<file path="src/rtl/extint_pkg.sv">
package extint_pkg;
  localparam int unsigned NUM_LINES  = 19;
  localparam int unsigned DATA_W     = 32;
  localparam int unsigned ADDR_W     = 3;
  // lines below DED_END get own request; then two shared groups
  localparam int unsigned DED_END    = 5;
  localparam int unsigned GRP_A_END  = 10;
  localparam int unsigned GRP_B_END  = 16;
  localparam int unsigned NUM_REQ    = DED_END + 2 + (NUM_LINES - GRP_B_END);

  typedef enum logic [ADDR_W-1:0] {
    OFF_IMASK  = 3'd0,
    OFF_EMASK  = 3'd1,
    OFF_RISE   = 3'd2,
    OFF_FALL   = 3'd3,
    OFF_SWTRIG = 3'd4,
    OFF_PEND   = 3'd5,
    OFF_RSV6   = 3'd6,
    OFF_RSV7   = 3'd7
  } reg_off_e;

  function automatic int line_req(input int l);
    if (l < int'(DED_END))        return l;
    else if (l < int'(GRP_A_END)) return int'(DED_END);
    else if (l < int'(GRP_B_END)) return int'(DED_END) + 1;
    else                          return l - int'(GRP_B_END) + int'(DED_END) + 2;
  endfunction
endpackage

</file>
<file path="src/rtl/extint_edge_det.sv">
module extint_edge_det #(
  parameter int unsigned N = 19
) (
  input  logic         clk_i,
  input  logic         rst_ni,
  input  logic [N-1:0] line_i,
  output logic [N-1:0] rise_o,
  output logic [N-1:0] fall_o
);
  for (genvar i = 0; i < N; i++) begin : g_line
    logic s1_q, s2_q, s3_q;
    always_ff @(posedge clk_i or negedge rst_ni) begin
      if (!rst_ni) begin
        s1_q <= 1'b0;
        s2_q <= 1'b0;
        s3_q <= 1'b0;
      end else begin
        s1_q <= line_i[i];
        s2_q <= s1_q;
        s3_q <= s2_q;
      end
    end
    assign rise_o[i] = s2_q & ~s3_q;
    assign fall_o[i] = ~s2_q & s3_q;
  end
endmodule

</file>
<file path="src/rtl/extint_reg_bank.sv">
module extint_reg_bank
  import extint_pkg::*;
#(
  parameter int unsigned N = NUM_LINES
) (
  input  logic              clk_i,
  input  logic              rst_ni,
  input  logic              bus_en_i,
  input  logic              bus_we_i,
  input  logic [ADDR_W-1:0] bus_addr_i,
  input  logic [DATA_W-1:0] bus_wdata_i,
  output logic [DATA_W-1:0] bus_rdata_o,
  input  logic [N-1:0]      rise_i,
  input  logic [N-1:0]      fall_i,
  output logic [N-1:0]      hit_o,
  output logic [N-1:0]      imask_o,
  output logic [N-1:0]      emask_o,
  output logic [N-1:0]      swt_o,
  output logic [N-1:0]      pend_o
);
  logic [N-1:0] imask_q, emask_q, rsel_q, fsel_q, swt_q, pend_q;
  logic [N-1:0] wbits, sw_set, pclr, pset, pclr_eff;
  logic         wr;
  reg_off_e     off;

  assign off   = reg_off_e'(bus_addr_i);
  assign wr    = bus_en_i & bus_we_i;
  assign wbits = bus_wdata_i[N-1:0];

  always_comb begin
    hit_o    = (rise_i & rsel_q) | (fall_i & fsel_q);
    sw_set   = (wr && off == OFF_SWTRIG) ? wbits : '0;
    pclr     = (wr && off == OFF_PEND) ? wbits : '0;
    pset     = hit_o | sw_set;
    pclr_eff = pclr & ~pset;  // new event wins over clear
  end

  always_ff @(posedge clk_i or negedge rst_ni) begin
    if (!rst_ni) begin
      imask_q <= '0;
      emask_q <= '0;
      rsel_q  <= '0;
      fsel_q  <= '0;
      swt_q   <= '0;
      pend_q  <= '0;
    end else begin
      if (wr && off == OFF_IMASK) imask_q <= wbits;
      if (wr && off == OFF_EMASK) emask_q <= wbits;
      if (wr && off == OFF_RISE)  rsel_q  <= wbits;
      if (wr && off == OFF_FALL)  fsel_q  <= wbits;
      swt_q  <= (swt_q & ~pclr_eff) | sw_set;
      pend_q <= (pend_q & ~pclr_eff) | pset;
    end
  end

  always_comb begin
    bus_rdata_o = '0;
    case (off)
      OFF_IMASK:  bus_rdata_o[N-1:0] = imask_q;
      OFF_EMASK:  bus_rdata_o[N-1:0] = emask_q;
      OFF_RISE:   bus_rdata_o[N-1:0] = rsel_q;
      OFF_FALL:   bus_rdata_o[N-1:0] = fsel_q;
      OFF_SWTRIG: bus_rdata_o[N-1:0] = swt_q;
      OFF_PEND:   bus_rdata_o[N-1:0] = pend_q;
      default:    bus_rdata_o = '0;
    endcase
  end

  assign imask_o = imask_q;
  assign emask_o = emask_q;
  assign swt_o   = swt_q;
  assign pend_o  = pend_q;
endmodule

</file>
<file path="src/rtl/extint_req_map.sv">
module extint_req_map
  import extint_pkg::*;
#(
  parameter int unsigned N = NUM_LINES,
  parameter int unsigned R = NUM_REQ
) (
  input  logic [N-1:0] pend_i,
  input  logic [N-1:0] imask_i,
  output logic [R-1:0] irq_o
);
  logic [N-1:0] act;
  assign act = pend_i & imask_i;

  always_comb begin
    irq_o = '0;
    for (int k = 0; k < int'(R); k++) begin
      for (int l = 0; l < int'(N); l++) begin
        if (line_req(l) == k) irq_o[k] = irq_o[k] | act[l];
      end
    end
  end
endmodule

</file>
<file path="src/rtl/extint_ctrl.sv">
module extint_ctrl
  import extint_pkg::*;
(
  input  logic                 clk_i,
  input  logic                 rst_ni,
  input  logic [NUM_LINES-1:0] line_i,
  input  logic                 bus_en_i,
  input  logic                 bus_we_i,
  input  logic [ADDR_W-1:0]    bus_addr_i,
  input  logic [DATA_W-1:0]    bus_wdata_i,
  output logic [DATA_W-1:0]    bus_rdata_o,
  output logic [NUM_REQ-1:0]   irq_o,
  output logic [NUM_LINES-1:0] evt_o
);
  logic [NUM_LINES-1:0] rise, fall, hit, imask, emask, swt, pend;

  extint_edge_det #(.N(NUM_LINES)) u_edge (
    .clk_i  (clk_i),
    .rst_ni (rst_ni),
    .line_i (line_i),
    .rise_o (rise),
    .fall_o (fall)
  );

  extint_reg_bank #(.N(NUM_LINES)) u_regs (
    .clk_i       (clk_i),
    .rst_ni      (rst_ni),
    .bus_en_i    (bus_en_i),
    .bus_we_i    (bus_we_i),
    .bus_addr_i  (bus_addr_i),
    .bus_wdata_i (bus_wdata_i),
    .bus_rdata_o (bus_rdata_o),
    .rise_i      (rise),
    .fall_i      (fall),
    .hit_o       (hit),
    .imask_o     (imask),
    .emask_o     (emask),
    .swt_o       (swt),
    .pend_o      (pend)
  );

  extint_req_map #(.N(NUM_LINES), .R(NUM_REQ)) u_map (
    .pend_i  (pend),
    .imask_i (imask),
    .irq_o   (irq_o)
  );

  assign evt_o = hit & emask;
endmodule

</file>
<file path="config.mk">
export PLATFORM = sky130hd
export DESIGN_NAME = extint_ctrl
export DESIGN_NICKNAME = d
export VERILOG_FILES = /design/src/rtl/extint_pkg.sv /design/src/rtl/extint_edge_det.sv /design/src/rtl/extint_reg_bank.sv /design/src/rtl/extint_req_map.sv /design/src/rtl/extint_ctrl.sv
export SDC_FILE = /design/constraint.sdc
export NUM_CORES = 1
export LEC_CHECK = 0
export ABC_AREA = 1
export BUFFER_PORTS_ARGS = -buffer_cell sky130_fd_sc_hd__buf_2
export CORE_MARGIN = 2
export CORE_UTILIZATION = 45
export CTS_BUF_LIST = sky130_fd_sc_hd__clkbuf_16
export DETAILED_ROUTE_END_ITERATION = 12
export GPL_ROUTABILITY_DRIVEN = 0
export PLACE_DENSITY = 0.66
export SYNTH_ARGS = -nofsm -noshare
export SYNTH_HDL_FRONTEND = slang
export SYNTH_SLANG_ARGS = --single-unit
</file>
<file path="constraint.sdc">
create_clock -name clk_i -period 1.75 [get_ports clk_i]
set_input_delay 0.35 -clock clk_i [delete_from_list [all_inputs] [get_ports clk_i]]
set_output_delay 0.35 -clock clk_i [all_outputs]
set_load 0.005 [all_outputs]
</file>
# ---- Yosys cells after proc, flatten, opt, wreduce, memory -nomap -nowiden
# Index checks and enable logic that the tools add are counted.
dict set report op_classes {
  muxes 3
  bitwise_logic 99
  n_reduce_logical 7
  eq_ne 5
}
# op count
set ops {}
lappend ops {{bitwise AND 19 bit} 7}
lappend ops {{one-hot mux 19 bit (6 select lines)} 1}
lappend ops {{bitwise OR 19 bit} 4}
lappend ops {{bitwise AND 1 bit} 39}
lappend ops {{2-to-1 mux 19 bit} 2}
lappend ops {{NOT 1 bit} 38}
lappend ops {{NOT 19 bit} 2}
lappend ops {{bitwise OR 1 bit} 9}
lappend ops {{equality test 3 x 2 -> 1 bit (second input constant)} 2}
lappend ops {{equality test 3 bit (second input constant)} 2}
lappend ops {{logical AND 1 bit} 6}
lappend ops {{equality test 3 x 1 -> 1 bit (second input constant)} 1}
lappend ops {{logical NOT 3 bit} 1}
dict set report word_totals {
  output_inout_bits 61
  inputBits 58
  wordCells 177
  reg_bits 171
}

# ---- Longest topological paths before layout
dict set report logic_depth {
  depth_word 10
  depth_mapped 9
  depth_no_buf 7
}

# ---- Hierarchy
# A second synthesis with hierarchy kept.
dict set report hier_totals {
  hier_cells 948
  hier_area_um2 7733.7
}
# mod cells_per_inst seq_area_each_um2 area_per_inst_um2 n_inst
set by_module_without_submodules {}
lappend by_module_without_submodules {extint_reg_bank 738 2852.7 5733.0 1}
lappend by_module_without_submodules {extint_edge_det 133 1426.4 1711.6 1}
lappend by_module_without_submodules {extint_req_map 39 0.0 146.4 1}
lappend by_module_without_submodules {extint_ctrl 38 0.0 142.6 1}

# ---- Worst setup path before layout
# OpenSTA, ideal clock, no wires.
dict set report synth_path {
  path_type {in2out}
  start {input port bus_addr_i[1]}
  end {output port bus_rdata_o[0]}
  path_stages 8
  arrival_ps 1147
  required_ps 1400
  slack_ps 253
  path_buffers 3
  cell_sequence {buf_6 > inv_8 > nand3_2 > buf_6 > clkbuf_2 > o21ai_0 > nor2_1 > nand2_1}
}
dict set report synth_via {
  elab_chain_len 2
  word_cells_on_any_way 7
  cone_classes {eq/ne: 5; mux: 1; reduce/logical: 1}
}
# element line_no
set synth_rtl {}
lappend synth_rtl {{from (decl)} extint_ctrl.sv:9} ;# input logic [ADDR_W-1:0] bus_addr_i,
lappend synth_rtl {{equality test 3 bit, or another cell as far along} extint_reg_bank.sv:58} ;# case (off)
lappend synth_rtl {{one-hot mux 19 bit (6 select lines) *} extint_reg_bank.sv:58}
lappend synth_rtl {{to (decl)} extint_ctrl.sv:11} ;# output logic [DATA_W-1:0] bus_rdata_o,
# Mark *: on every way between the ends. The rest lies on a longest branch, timed or not.

# ---- Worst setup path in the final report
dict set report layout_path {
  start {register u_regs.pend_q[9], in the netlist u_regs.pend_o[9]}
  end {output port irq_o[5]}
}
dict set report layout_via {
  elab_chain_len 2
}
# element line_no
set layout_rtl {}
lappend layout_rtl {{from (decl)} extint_reg_bank.sv:21} ;# logic [N-1:0] imask_q, emask_q, rsel_q, fsel_q, swt_q, pend_q;
lappend layout_rtl {{from (signal assigned)} extint_reg_bank.sv:52} ;# pend_q <= (pend_q & ~pclr_eff) | pset;
lappend layout_rtl {{bitwise AND 19 bit} extint_req_map.sv:12} ;# assign act = pend_i & imask_i;
lappend layout_rtl {{bitwise OR 1 bit} extint_req_map.sv:18} ;# if (line_req(l) == k) irq_o[k] = irq_o[k] | act[l];
lappend layout_rtl {{to (decl)} extint_ctrl.sv:12} ;# output logic [NUM_REQ-1:0] irq_o,
# No other way between the ends.

==> key figures <==
Die
  – Row Count: 47
  – Io pins: roughly 120
  – Die area: between 15,000 and 20,000 µm²
  – Starting Density: 0.463
  – Die H: 135 µm
  – Core Region: around 17,000 µm²
  – Die width: between 100 and 150 µm

Synthesis
  – Post-synth ARST share: 1.00
  – Yosys warns: 0
  – Yosys cell types: 31
  – Number of synthesized flops with an enable pin: 0
  – Syn avg cell area: between 8 and 9 µm²
  – Seq/Total Area, Yosys: 0.554
  – Post-Syn Instances: 876
  – Top_reg_cell synth: dfrtp_1
  – Synth Cell Area: 7720 µm²
  – Yosys reg bits: 171

STA
  – Max Fclk: 583 MHz
  – Slew Viols, Final: 0
  – Final WS setup: approximately 0.034 ns
  – Fin. Hold Viols: 0
  – Setup TNS: 0 ns
  – Clk_skew: 0.00592 ns
  – Final critical-path share of the clock period: 0.980
  – Setup violation total in the final timing report: 0
  – Minimum clock period: ~1.7 ns
  – RSZ-0062 raised after global routing: true

Global routing
  – Largest net degree at the start of global routing: 49
  – Number of global-route vias before repair: 5,993
  – Initial antenna violation count: 0
  – Total grt overflow: 0
  – First-pass GRT wire length: 30.8 mm
  – Total GRT Usage: 0.220

Cells and area
  – Ant diodes: 0
  – Area Growth Syn to Fin: 22.3%
  – Final core occ: 0.566
  – FILL cells: 1,549
  – Nets: between 1,000 and 1,500
  – Share of cells above drive strength 1: 0.221
  – Final Instance Area: roughly 9400 µm²

Setup path
  – WP depth: 5
  – CP max stage cell: dfrtp_1
  – Worst path buffer plus inverter count: 2
  – Crit. End Element: output port
  – Req. time, crit path: 1.40 ns
  – Slowest stage delay, CP: roughly 0.36 ns
  – CP delay by family, top: flip-flops
  – Worst Path Arrival: around 1.4 ns
  – Startpoint types: flip-flop
  – Worst setup path class: flip-flop to output port
  – Worst Path Max Fanout: 3
  – R2r worst-path depth: 7
  – Cell Chain, Critical Path: inv_1, o21ai_2, a21oi_2, o211ai_1, buf_2

Outcome
  – Status: complete, no violations

Placement
  – Final HPWL DP: 13.2 mm
  – IO buf count: between 90 and 100
  – Placed Area: 8590 µm²
  – Pre-CTS setup slack: -0.0817 ns

Route
  – Routed WL: 19.3 mm
  – Vias: 6,275
  – Post-route DRC: 0
  – Antenna-violating nets left: 0
  – Drt first pass iters: 6
  – DR vias/cell: about 5.1
  – Starting DRT DRC Count: ~540
  – Wirelength per Cell: about 16 µm

Min path
  – Hold path cells: 1
  – Hold Path Class: input pin to flip-flop

Power
  – Clk pwr share: 0.362
  – Worst VDD drop: just over 0.7 mV
  – Comb pwr share: 0.167
  – Reg power frac: 0.471
  – Switch share: 0.277
  – Power Dens Cells: 1090 nW/µm²
  – P_leak: approximately 4.9 nW
  – Switch Pwr: 0.00286 W
  – Pint: 0.00745 W

Clock network
  – Root Driver: clkbuf_16
  – Clock-pin slew on the worst setup and hold paths: 0.06 ns
  – # H-tree levels: 4
  – TritonCTS clock tree: built
  – Longest Clk Path Bufs: 2
  – Num Clock Sinks: between 150 and 200
  – Latest clock arrival within the worst-skew pair: between 0.4 and 0.5 ns
  – Num CTS Buffers: 17

Flow run
  – Max cap viols: 0
layout make-up:
cell class                 instances  area [µm²]  share of cell area
multi-input combinational        538        2730               0.289
clock inverter                    14         155              0.0164
clock buffer                      17         425              0.0450
tap                              220         275              0.0291
inverter                         129         504              0.0534
timing repair buffer             153        1080               0.114
sequential                       171        4280               0.453
worst reg2reg max path, cell delays in order (launching register included):
cell,delay [ns]
dfrtp_1,0.40
a21o_1,0.19
nand2_1,0.10
buf_4,0.12
buf_4,0.09
nand3_1,0.07
nand2_1,0.07
nand2_1,0.04
cell usage after synthesis, types with 2 or more instances:
master / number / share of area
nand2_1: 206 / 0.10
dfrtp_1: 171 / 0.55
inv_1: 124 / 0.060
o21ai_0: 107 / 0.069
nor2_1: 44 / 0.021
nand3_1: 35 / 0.023
nand4_1: 22 / 0.018
o22ai_1: 22 / 0.018
o21ai_1: 21 / 0.014
buf_4: 19 / 0.018
o21bai_1: 19 / 0.018
a21o_1: 18 / 0.017
buf_2: 14 / 0.0091
nor3_1: 9 / 0.0058
buf_6: 8 / 0.012
nor3_2: 8 / 0.010
a21oi_1: 4 / 0.0026
clkbuf_1: 4 / 0.0019
clkbuf_2: 4 / 0.0026
inv_2: 3 / 0.0015
nand3_4: 3 / 0.0068
nor3_4: 2 / 0.0042
cell usage in the layout, fill, tap and decap left out, types with 3 or more instances in the layout:
master,synthesis,routed
buf_4,19,47
nor3_1,9,9
nor2_2,0,9
inv_1,124,123
dfrtp_1,171,171
o21bai_1,19,19
clkinvlp_4,0,3
nand3_4,3,4
o21ai_2,0,4
o21ai_1,21,36
buf_12,1,9
a21oi_2,0,3
o21ai_0,107,88
nand3_1,35,35
a21o_1,18,18
o22ai_1,22,20
bufinv_16,0,3
clkinv_1,0,3
inv_2,3,4
nand4_1,22,22
conb_1,1,13
buf_6,8,7
nand2_2,1,5
clkbuf_16,0,17
buf_2,14,88
nor3_2,8,8
nor2_1,44,35
nand2_1,206,201
metrics by stage:
stage          hold WS, ns  power [W]  std cells
6_report            0.0274     0.0103       1242
2_1_floorplan       0.0544    0.00582        888
4_1_cts             0.0160     0.0103       1229
3_3_place_gp         0.313    0.00643       1193
5_1_grt            0.00784     0.0109       1242
3_5_place_dp         0.311    0.00649       1193
layer usage:
metal | global-route usage | wire length (µm)
met3 | 0.0439 | 795
met2 | 0.357 | 9310
met4 | 0.0625 | 299
met5 | 0 | 0
met1 | 0.303 | 8900
logic make-up (layout without fill, tap and decap cells):
logic type      Yosys count  count (layout)  synth area share
other cells               1              13          0.000485
compound gates          193             193             0.141
flops                   171             171             0.554
simple gates            332             332             0.194
buf+inv                 179             313             0.110
worst paths after layout:
path	startpoint	end	slack, ns
hold reg to reg	u_edge.g_line[16].s1_q$_DFF_PN0_	u_edge.g_line[16].s2_q$_DFF_PN0_	0.35
setup reg to reg	u_edge.g_line[13].s2_q$_DFF_PN0_	u_regs.swt_o[13]$_DFF_PN0_	0.57
max in group asynchronous	rst_ni	u_regs.emask_o[0]$_DFFE_PN0P_	0.73
min in group asynchronous	rst_ni	u_edge.g_line[12].s2_q$_DFF_PN0_	0.42
hold / removal	line_i[9]	u_edge.g_line[9].s1_q$_DFF_PN0_	0.03
setup / recovery	u_regs.pend_o[9]$_DFF_PN0_	irq_o[5]	0.03
state kept, by name (all words and copies together), names as in the netlist:
name	flops
u_edge.g_line.s1_q	19
u_regs.pend_o	19
u_regs.imask_o	19
u_edge.g_line.s2_q	19
u_regs.swt_o	19
u_regs.fsel_q	19
u_regs.emask_o	19
u_regs.rsel_q	19
u_edge.g_line.s3_q	19
power groups by stage:
| stage | sequential (W) | combinational [W] | clock, W |
|---|---|---|---|
| after global routing | 0.00492 | 0.00198 | 0.00399 |
| final | 0.00485 | 0.00172 | 0.00373 |
| after global placement | 0.00489 | 0.00155 | 0 |
| after floorplan | 0.00481 | 0.00101 | 0 |
| after CTS | 0.00484 | 0.00161 | 0.00380 |
| after detailed placement | 0.00490 | 0.00158 | 0 |
what timing repair did:
action                                  CTS  global route
pin swaps                                 3            31
gates cloned                              0             0
hold buffers                              1             0
setup buffers                             4            13
hold endpoints to repair                 38             0
resized for setup                         7            55
endpoints found under the setup margin   24            37
(Power assumes the default switching activity.)
